$ cat src/rtl/wwdog_pkg.sv
package wwdog_pkg;
  typedef enum logic [1:0] {
    PH_PWRUP = 2'd0,
    PH_RUN   = 2'd1,
    PH_PULSE = 2'd2
  } wd_phase_t;
endpackage

$ cat src/rtl/wwdog_edge.sv
module wwdog_edge (
  input  logic clk,
  input  logic rst_n,
  input  logic trig_i,
  output logic fall_o
);
  logic prev_q;

  always_ff @(posedge clk or negedge rst_n) begin
    if (!rst_n) prev_q <= 1'b1;
    else        prev_q <= trig_i;
  end

  assign fall_o = prev_q & ~trig_i;
endmodule

$ cat src/rtl/wwdog_seq.sv
module wwdog_seq
  import wwdog_pkg::*;
#(
  parameter int CW = 12
) (
  input  logic          clk,
  input  logic          rst_n,
  input  logic          tick_i,
  input  logic          fall_i,
  input  logic          dis_i,
  input  logic [CW-1:0] win_len_i,
  input  logic [CW-1:0] pu_len_i,
  input  logic [CW-1:0] rst_len_i,
  output wd_phase_t     phase_o
);
  localparam int EW = CW + 1;

  wd_phase_t     phase_q;
  logic [CW-1:0] cnt_q;
  logic          armed_q;
  logic [CW-1:0] half_len;
  logic [EW-1:0] cnt_next_ext;
  logic          pu_last, win_last, rst_last, in_closed;

  assign half_len     = win_len_i >> 1;
  assign cnt_next_ext = {1'b0, cnt_q} + EW'(1);
  assign pu_last      = cnt_next_ext >= {1'b0, pu_len_i};
  assign win_last     = cnt_next_ext >= {1'b0, win_len_i};
  assign rst_last     = cnt_next_ext >= {1'b0, rst_len_i};
  assign in_closed    = cnt_q < half_len;

  always_ff @(posedge clk or negedge rst_n) begin
    if (!rst_n) begin
      phase_q <= PH_PWRUP;
      cnt_q   <= '0;
      armed_q <= 1'b0;
    end else if (dis_i) begin
      phase_q <= PH_PWRUP;
      cnt_q   <= '0;
      armed_q <= 1'b0;
    end else begin
      unique case (phase_q)
        PH_PWRUP: begin
          if (fall_i) begin
            phase_q <= PH_RUN;
            cnt_q   <= '0;
            armed_q <= 1'b1;
          end else if (tick_i) begin
            if (pu_last) begin
              phase_q <= PH_PULSE;
              cnt_q   <= '0;
            end else begin
              cnt_q <= cnt_next_ext[CW-1:0];
            end
          end
        end
        PH_RUN: begin
          if (fall_i) begin
            cnt_q   <= '0;
            phase_q <= in_closed ? PH_PULSE : PH_RUN;
          end else if (tick_i) begin
            if (win_last) begin
              phase_q <= PH_PULSE;
              cnt_q   <= '0;
            end else begin
              cnt_q <= cnt_next_ext[CW-1:0];
            end
          end
        end
        PH_PULSE: begin
          if (tick_i) begin
            if (rst_last) begin
              phase_q <= armed_q ? PH_RUN : PH_PWRUP;
              cnt_q   <= '0;
            end else begin
              cnt_q <= cnt_next_ext[CW-1:0];
            end
          end
        end
        default: begin
          phase_q <= PH_PWRUP;
          cnt_q   <= '0;
        end
      endcase
    end
  end

  assign phase_o = phase_q;

  // pulse holds while no tick arrives; triggers have no effect
  p_pulse_hold_r7: assert property (@(posedge clk) disable iff (!rst_n)
    (phase_q == PH_PULSE && !tick_i && !dis_i) |=> (phase_q == PH_PULSE));

  p_closed_trig_r5: assert property (@(posedge clk) disable iff (!rst_n)
    (phase_q == PH_RUN && fall_i && !dis_i && cnt_q < half_len) |=> (phase_q == PH_PULSE));

  p_open_trig_r4: assert property (@(posedge clk) disable iff (!rst_n)
    (phase_q == PH_RUN && fall_i && !dis_i && cnt_q >= half_len)
      |=> (phase_q == PH_RUN && cnt_q == '0));

  p_first_trig_r3: assert property (@(posedge clk) disable iff (!rst_n)
    (phase_q == PH_PWRUP && fall_i && !dis_i) |=> (phase_q == PH_RUN && armed_q));
endmodule

$ cat src/rtl/wwdog_top.sv
module wwdog_top
  import wwdog_pkg::*;
#(
  parameter int CW = 12
) (
  input  logic          clk,
  input  logic          rst_n,
  input  logic          tick,
  input  logic          trig_in,
  input  logic          wd_disable,
  input  logic [CW-1:0] win_len,
  input  logic [CW-1:0] pu_len,
  input  logic [CW-1:0] rst_len,
  output logic          wd_rst_n
);
  logic      fall;
  wd_phase_t phase;

  wwdog_edge u_edge (
    .clk    (clk),
    .rst_n  (rst_n),
    .trig_i (trig_in),
    .fall_o (fall)
  );

  wwdog_seq #(.CW(CW)) u_seq (
    .clk       (clk),
    .rst_n     (rst_n),
    .tick_i    (tick),
    .fall_i    (fall),
    .dis_i     (wd_disable),
    .win_len_i (win_len),
    .pu_len_i  (pu_len),
    .rst_len_i (rst_len),
    .phase_o   (phase)
  );

  assign wd_rst_n = (phase != PH_PULSE);

  p_disable_high_r8: assert property (@(posedge clk) disable iff (!rst_n)
    wd_disable |=> wd_rst_n);

  p_reset_high_r1: assert property (@(posedge clk) !rst_n |-> wd_rst_n);
endmodule

$ cat config.mk
export PLATFORM = sky130hd
export DESIGN_NAME = wwdog_top
export DESIGN_NICKNAME = d
export VERILOG_FILES = /design/src/rtl/wwdog_pkg.sv /design/src/rtl/wwdog_edge.sv /design/src/rtl/wwdog_seq.sv /design/src/rtl/wwdog_top.sv
export SDC_FILE = /design/constraint.sdc
export NUM_CORES = 1
export LEC_CHECK = 0
export ABC_AREA = 1
export BUFFER_PORTS_ARGS = -buffer_cell sky130_fd_sc_hd__buf_2
export CAP_MARGIN = 20
export CORE_ASPECT_RATIO = 1.2
export CORE_UTILIZATION = 40
export CTS_CLUSTER_DIAMETER = 100
export DETAILED_ROUTE_END_ITERATION = 10
export PLACE_DENSITY = 0.64
export SLEW_MARGIN = 40
export SYNTH_ARGS = -nofsm -noshare
export SYNTH_HDL_FRONTEND = slang
export SYNTH_SLANG_ARGS = --single-unit
$ cat constraint.sdc
create_clock -name clk -period 3 [get_ports clk]
set_clock_uncertainty 0.1 [all_clocks]
set_input_delay 0 -clock clk [delete_from_list [all_inputs] [get_ports clk]]
set_output_delay 0 -clock clk [all_outputs]
set_load 0.005 [all_outputs]
# After elaboration in Yosys (flattened, before gate mapping)
# Index checks and enable logic that the tools add are counted.
[totals]
input_bits = 41
output_inout_bits = 1
register_bits = 16
elab_cells = 51
[op_classes]
reduce_logical = 6
magnitude_cmp = 4
n_eq_ne = 9
bitwise = 2
n_mux = 25
addsub = 1
[ops]
columns = ["operator", "n"]
rows = [
  ["two-way mux 12 bit", 9],
  ["greater-or-equal comparator 13 x 12 -> 1 bit", 3],
  ["one-hot mux 12 bit (3 select lines)", 1],
  ["two-way mux 2 bit", 10],
  ["adder 12 x 1 -> 13 bit, second input constant", 1],
  ["less-than comparator 12 x 11 -> 1 bit", 1],
  ["!= test 4 x 3 -> 1 bit, second input constant", 2],
  ["!= test 4 bit, second input constant", 2],
  ["one-hot mux 2 bit (3 select lines)", 1],
  ["AND reduction 6 bit", 1],
  ["two-way mux 1 bit", 4],
  ["nonzero test 2 bit", 2],
  ["!= test 3 x 2 -> 1 bit, second input constant", 1],
  ["!= test 3 bit, second input constant", 1],
  ["AND reduction 3 bit", 1],
  ["== test 2 x 1 -> 1 bit, second input constant", 1],
  ["== test 2 bit, second input constant", 1],
  ["logical NOT 2 bit", 1],
  ["!= test 2 bit, second input constant", 1],
  ["AND reduction 2 bit", 1],
  ["AND 1 bit", 1],
  ["inverter 1 bit", 1],
]

# Logic depth before layout (Yosys ltp)
[depth]
ltp_word = 7
depth_mapped = 18
depth_no_buf = 18

# Hierarchy
# Synthesis repeated with hierarchy kept, for this count alone.
[hier_totals]
cells_unflattened = 332
area_unflattened_um2 = 2293.4
[modules_own_cells]
columns = ["mod", "area_per_inst_um2", "cells_each", "seq_area_each_um2", "instances"]
rows = [
  ["wwdog_seq", 2249.7, 327, 375.4, 1],
  ["wwdog_edge", 36.3, 3, 26.3, 1],
  ["wwdog_top", 7.5, 2, 0.0, 1],
]

# Worst setup path after synthesis
# Ideal clock, no wire load.
[synth_path]
path_kind = "reg2reg"
startpoint = "reg u_seq.cnt_q[0]"
endpoint = "reg u_seq.cnt_q[10]"
path_slack_ns = 0.508
path_buffers = 1
setup_ns = 0.076
required_time_ns = 2.824
synth_period_minus_slack_ns = 2.492
path_stages_with_launch = 18
arrival_time_ns = 2.316
path_cell_list = "dfrtp_1 > nand2_1 > nor2_2 > nand2_2 > nor3b_4 > nand2_1 > xor2_1 > ha_1 > nand2_1 > inv_1 > a21oi_1 > nand2_1 > inv_2 > nand4_1 > nand3_2 > buf_6 > nand3_1 > o21ai_1"
[synth_between]
elab_chain_len = 7
word_cells_on_any_way = 14
cone_classes = "1 x add/sub; 3 x order compare; 10 x mux"
[synth_rtl]
columns = ["item", "line_no", "text"]
rows = [
  ["from (decl)", "wwdog_seq.sv:19", "logic [CW-1:0] cnt_q;"],
  ["from (signal assigned)", "wwdog_seq.sv:53", "cnt_q <= cnt_next_ext[CW-1:0];"],
  ["from (signal assigned)", "wwdog_seq.sv:66", "cnt_q <= cnt_next_ext[CW-1:0];"],
  ["from (signal assigned)", "wwdog_seq.sv:76", "cnt_q <= cnt_next_ext[CW-1:0];"],
  ["adder 12 x 1 -> 13 bit *", "wwdog_seq.sv:26", "assign cnt_next_ext = {1'b0, cnt_q} + EW'(1);"],
  ["greater-or-equal comparator 13 x 12 -> 1 bit (on tied branches)", "wwdog_seq.sv:28, wwdog_seq.sv:27", ""],
  ["two-way mux 12 bit (on tied branches)", "wwdog_seq.sv:62, wwdog_seq.sv:49", ""],
  ["two-way mux 12 bit (on tied branches)", "wwdog_seq.sv:61, wwdog_seq.sv:48", ""],
  ["two-way mux 12 bit (on tied branches)", "wwdog_seq.sv:58, wwdog_seq.sv:44", ""],
  ["one-hot mux 12 bit (3 select lines) *", "wwdog_seq.sv:42", "unique case (phase_q)"],
  ["two-way mux 12 bit *", "wwdog_seq.sv:37", "end else if (dis_i) begin"],
]
# Mark *: on every way between the ends. The rest lies on a longest branch, timed or not. The select of a mux whose other input is x is not followed.
# A chain may end at the register's enable or synchronous reset.

# Worst setup path after layout
[layout_path]
startpoint = "reg u_seq.cnt_q[0]"
endpoint = "reg u_seq.cnt_q[6]"
# The elaborated chain is that of the path after synthesis.

==> key figures <==
Timing
  • Worst-margin pin slew: 0.5553 ns
  • Max Transition Viols Final: 0
  • Max-slew headroom: 0.6294
  • Worst setup margin: approximately 0.14 ns
  • Fmax: 349.5 MHz
  • Setup violators final: 0
  • Crit path time final: 2.861 ns
  • Final Hold Fails: 0
  • Fin crit share: 0.9538
  • Setup TNS: 0 ns
  • Fin Hold WS: 0.08590 ns

CTS
  • CTS Sinks: 16
  • CTS buffer count: 3
  • Clock transition at path regs: around 0.080 ns
  • Clk root buf: clkbuf_8
  • H-tree depth: 1
  • CTS tree: done
  • Worst-Skew Late Latency: 0.26 ns
  • Max Buffers Root-to-Sink: 2

Placement
  • Gpl congestion: 0.8424
  • Post-DP HPWL: 4798 um
  • Post-Place Worst Slack: -0.008383 ns
  • DP Area: ~0.0027 mm^2
  • Buffers on Ports: 41

Global route
  • Initial antenna violation count: 0
  • Total Routing Usage GR: 0.1947
  • Remaining Overflow, GRT: 0
  • Largest net degree at the start of global routing: 17
  • First-pass GRT wire length: roughly 9400 um
  • Number of global-route vias before repair: 2,109

Power
  • Pint: 0.5515 mW
  • Max VDD drop: roughly 0.22 mV
  • Sequential share of power: 0.276
  • Clock network power share: 0.205
  • Gate power share: 0.519
  • P_sw: between 0.4 and 0.5 mW
  • Leakage: about 1.8 nW
  • Final Power: 1.000 mW
  • PwrDens: 346.0 mW/mm^2
  • Sw Ratio: 0.4486

Route
  • Vias: ~2.3k
  • Routed wire per std cell: 11.93 um
  • DRC: 0
  • Post-DRT Antenna Nets: 0
  • WL final: 5918 um
  • First-pass detailed-route iteration total: 6
  • Vias per Instance: roughly 4.6
  • DR iter-0 viols: 65

Floorplanning
  • Row count: 30
  • Die extent in y: 86.52 um
  • Die width: roughly 72 um
  • Core Region: 0.005705 mm^2
  • I/O Pins: between 40 and 50
  • Initial core utilization: 0.4173
  • Die footprint: about 0.0063 mm^2

Synthesis
  • Synth Warn #: 0
  • Main area contributors after synthesis: ha_1 (25%), nand2_1 (16%), dfrtp_1 (16%)
  • Mapped Avg Cell Area: ~6.6 um^2
  • Net Count, Synth: between 400 and 500
  • Async S/R FF share, synth: 1.000
  • Number of synthesized flops with an enable pin: 0
  • Area leader, netlist: ha_1
  • Register area share after synthesis: 0.1687
  • Synth Register Bits: 16
  • Mapped Area: 0.002381 mm^2
  • Main synth FF type: dfrtp_1
  • Cells after Synth: 363
  • Yosys cell types: 30
  • Yosys top cell area share: 0.2522

Worst setup path
  • Worst R2R End: u_seq.cnt_q[6]$_DFFE_PN0P_
  • Critical Path RT: 3.04 ns
  • Slowest stage cell, crit path: dfrtp_2
  • Crit path buffers/inverters: 1
  • Crit start category: flop
  • Critical Path Sink: u_seq.cnt_q[6]$_DFFE_PN0P_
  • WP data arrival: slightly below 3 ns
  • Top Family by Delay on Critical Path: simple AND/OR/NAND/NOR gates
  • Max stage delay on crit path: ~0.41 ns
  • Worst reg2reg path depth: 16
  • Crit end category: flop
  • Crit Path Class: flop to flop
  • Critical path fanouts, max: 5
  • Beginning of the critical path: u_seq.cnt_q[0]$_DFFE_PN0P_
  • Critical path depth in cells: 16
  • Reg2reg setup slack: between 0.1 and 0.15 ns
  • Crit-path cells: nand2_1 -> nor2_2 -> nand2_2 -> nor3b_4 -> nand2_2 -> xor2_4 -> ha_1 -> nand2_1 -> inv_2 -> nand2_2 -> nor2_1 -> nand3_2 -> nand4_1 -> nand3_2 -> nand3_1 -> nand2_1
  • Reg-to-Reg Start: u_seq.cnt_q[0]$_DFFE_PN0P_

Hold path
  • Worst Hold Class: input pin to asynchronous set/reset pin

Final layout
  • Commonest non-fill, non-tap cells in the layout: nand2_1 (98), inv_1 (75), ha_1 (48), buf_2 (41), nand3_1 (30)
  • # nets final: 506
  • N_diodes: 0
  • FILL cells: about 610
  • Most common cell after layout, fill and taps aside: nand2_1
  • Post-route cell area: 0.002890 mm^2
  • Area grow syn2layout: 21.39%
  • Layout cells sized above 1: 0.2163

Flow run
  • Max cap viols: 0

Outcome
  • Status: finished clean
registers in the layout, indices dropped and copies added (netlist names):
register and cells:
u_edge.prev_q 1, u_seq.phase_o 2, u_seq.cnt_q 12, u_seq.armed_q 1
worst min-delay path by stage:
stage                from                           to  slack [ns]
floorplan           rst_n    u_seq.armed_q$_DFFE_PN0P_       -0.40
finish              rst_n   u_seq.cnt_q[7]$_DFFE_PN0P_        0.09
global route        rst_n  u_seq.cnt_q[11]$_DFFE_PN0P_        0.12
global placement    rst_n   u_seq.cnt_q[8]$_DFFE_PN0P_       -0.16
detailed placement  rst_n    u_seq.armed_q$_DFFE_PN0P_       -0.16
CTS                 rst_n  u_seq.cnt_q[11]$_DFFE_PN0P_         0.1
cell usage after synthesis, types with 2 or more instances:
master and n:
a21oi_1 15, dfrtp_1 15, ha_1 48, inv_1 76, inv_2 7, nand2_1 102
nand2_2 3, nand3_1 30, nand3_2 5, nand4_1 4, nor2_1 24, nor2_2 2
nor2_4 2, nor3_1 3, o21ai_0 2, o21ai_1 5, xnor2_1 2, xor2_1 6
cell type report:
type | count | area [um^2] | area share
Clock buffer | 4 | 55.05 | 0.01905
Sequential cell | 16 | 405.4 | 0.1403
Tap cell | 80 | 100.1 | 0.03463
Inverter | 84 | 315.3 | 0.1091
Multi-Input combinational cell | 262 | 1728 | 0.5978
Timing Repair Buffer | 50 | 286.5 | 0.09913
layer usage:
| layer | wire (um) | part of all wire | GRT usage | vias to the layer above |
|---|---|---|---|---|
| met5 | 0 | 0 | 0 | - |
| met4 | 87 | 0.015 | 0.04813 | 0 |
| met3 | 150 | 0.025 | 0.01395 | 7 |
| met2 | 2946 | 0.50 | 0.3441 | 46 |
| met1 | 2733 | 0.46 | 0.2556 | 985 |
| li1 | - | - | - | 1238 |
power groups by stage:
| stage | registers (mW) | logic (mW) | clock network [mW] |
|---|---|---|---|
| global route | 0.278 | 0.597 | 0.223 |
| CTS | 0.278 | 0.464 | 0.205 |
| floorplan | 0.271 | 0.337 | 0 |
| global placement | 0.281 | 0.451 | 0 |
| finish | 0.276 | 0.519 | 0.205 |
| detailed placement | 0.282 | 0.458 | 0 |
timing repair:
| action | in CTS | in global routing |
|---|---|---|
| hold buffers | 4 | 0 |
| setup endpoints to repair | 6 | 14 |
| resized for setup | 1 | 17 |
| endpoints found under the hold margin | 28 | 0 |
| setup buffers | 0 | 3 |
| pin swaps | 0 | 8 |
| gates cloned | 0 | 1 |
per-stage QoR:
stage	cells	util
finish	496	0.5066
global route	496	0.5066
CTS	492	0.4886
detailed placement	484	0.4706
global placement	484	0.4706
floorplan	363	-
worst register-to-register path: stages (launching register included):
cell	delay (ns)
dfrtp_2	0.41
nand2_1	0.08
nor2_2	0.14
nand2_2	0.09
nor3b_4	0.26
nand2_2	0.13
xor2_4	0.21
ha_1	0.31
nand2_1	0.07
inv_2	0.07
nand2_2	0.07
nor2_1	0.12
nand3_2	0.11
nand4_1	0.20
nand3_2	0.19
nand3_1	0.12
nand2_1	0.05
cell families (layout without fill, tap and decap cells):
group,Yosys count,in the layout,synth area share
and+or+nand+nor,179,180,0.3473
buffers and inverters,86,138,0.1393
adders and majority gates,48,48,0.2522
AOI/OAI and AO/OA,25,25,0.05623
DFF,16,16,0.1687
xor gates and xnor gates,9,9,0.03626
No activity file was read; power rests on OpenSTA's default activity.
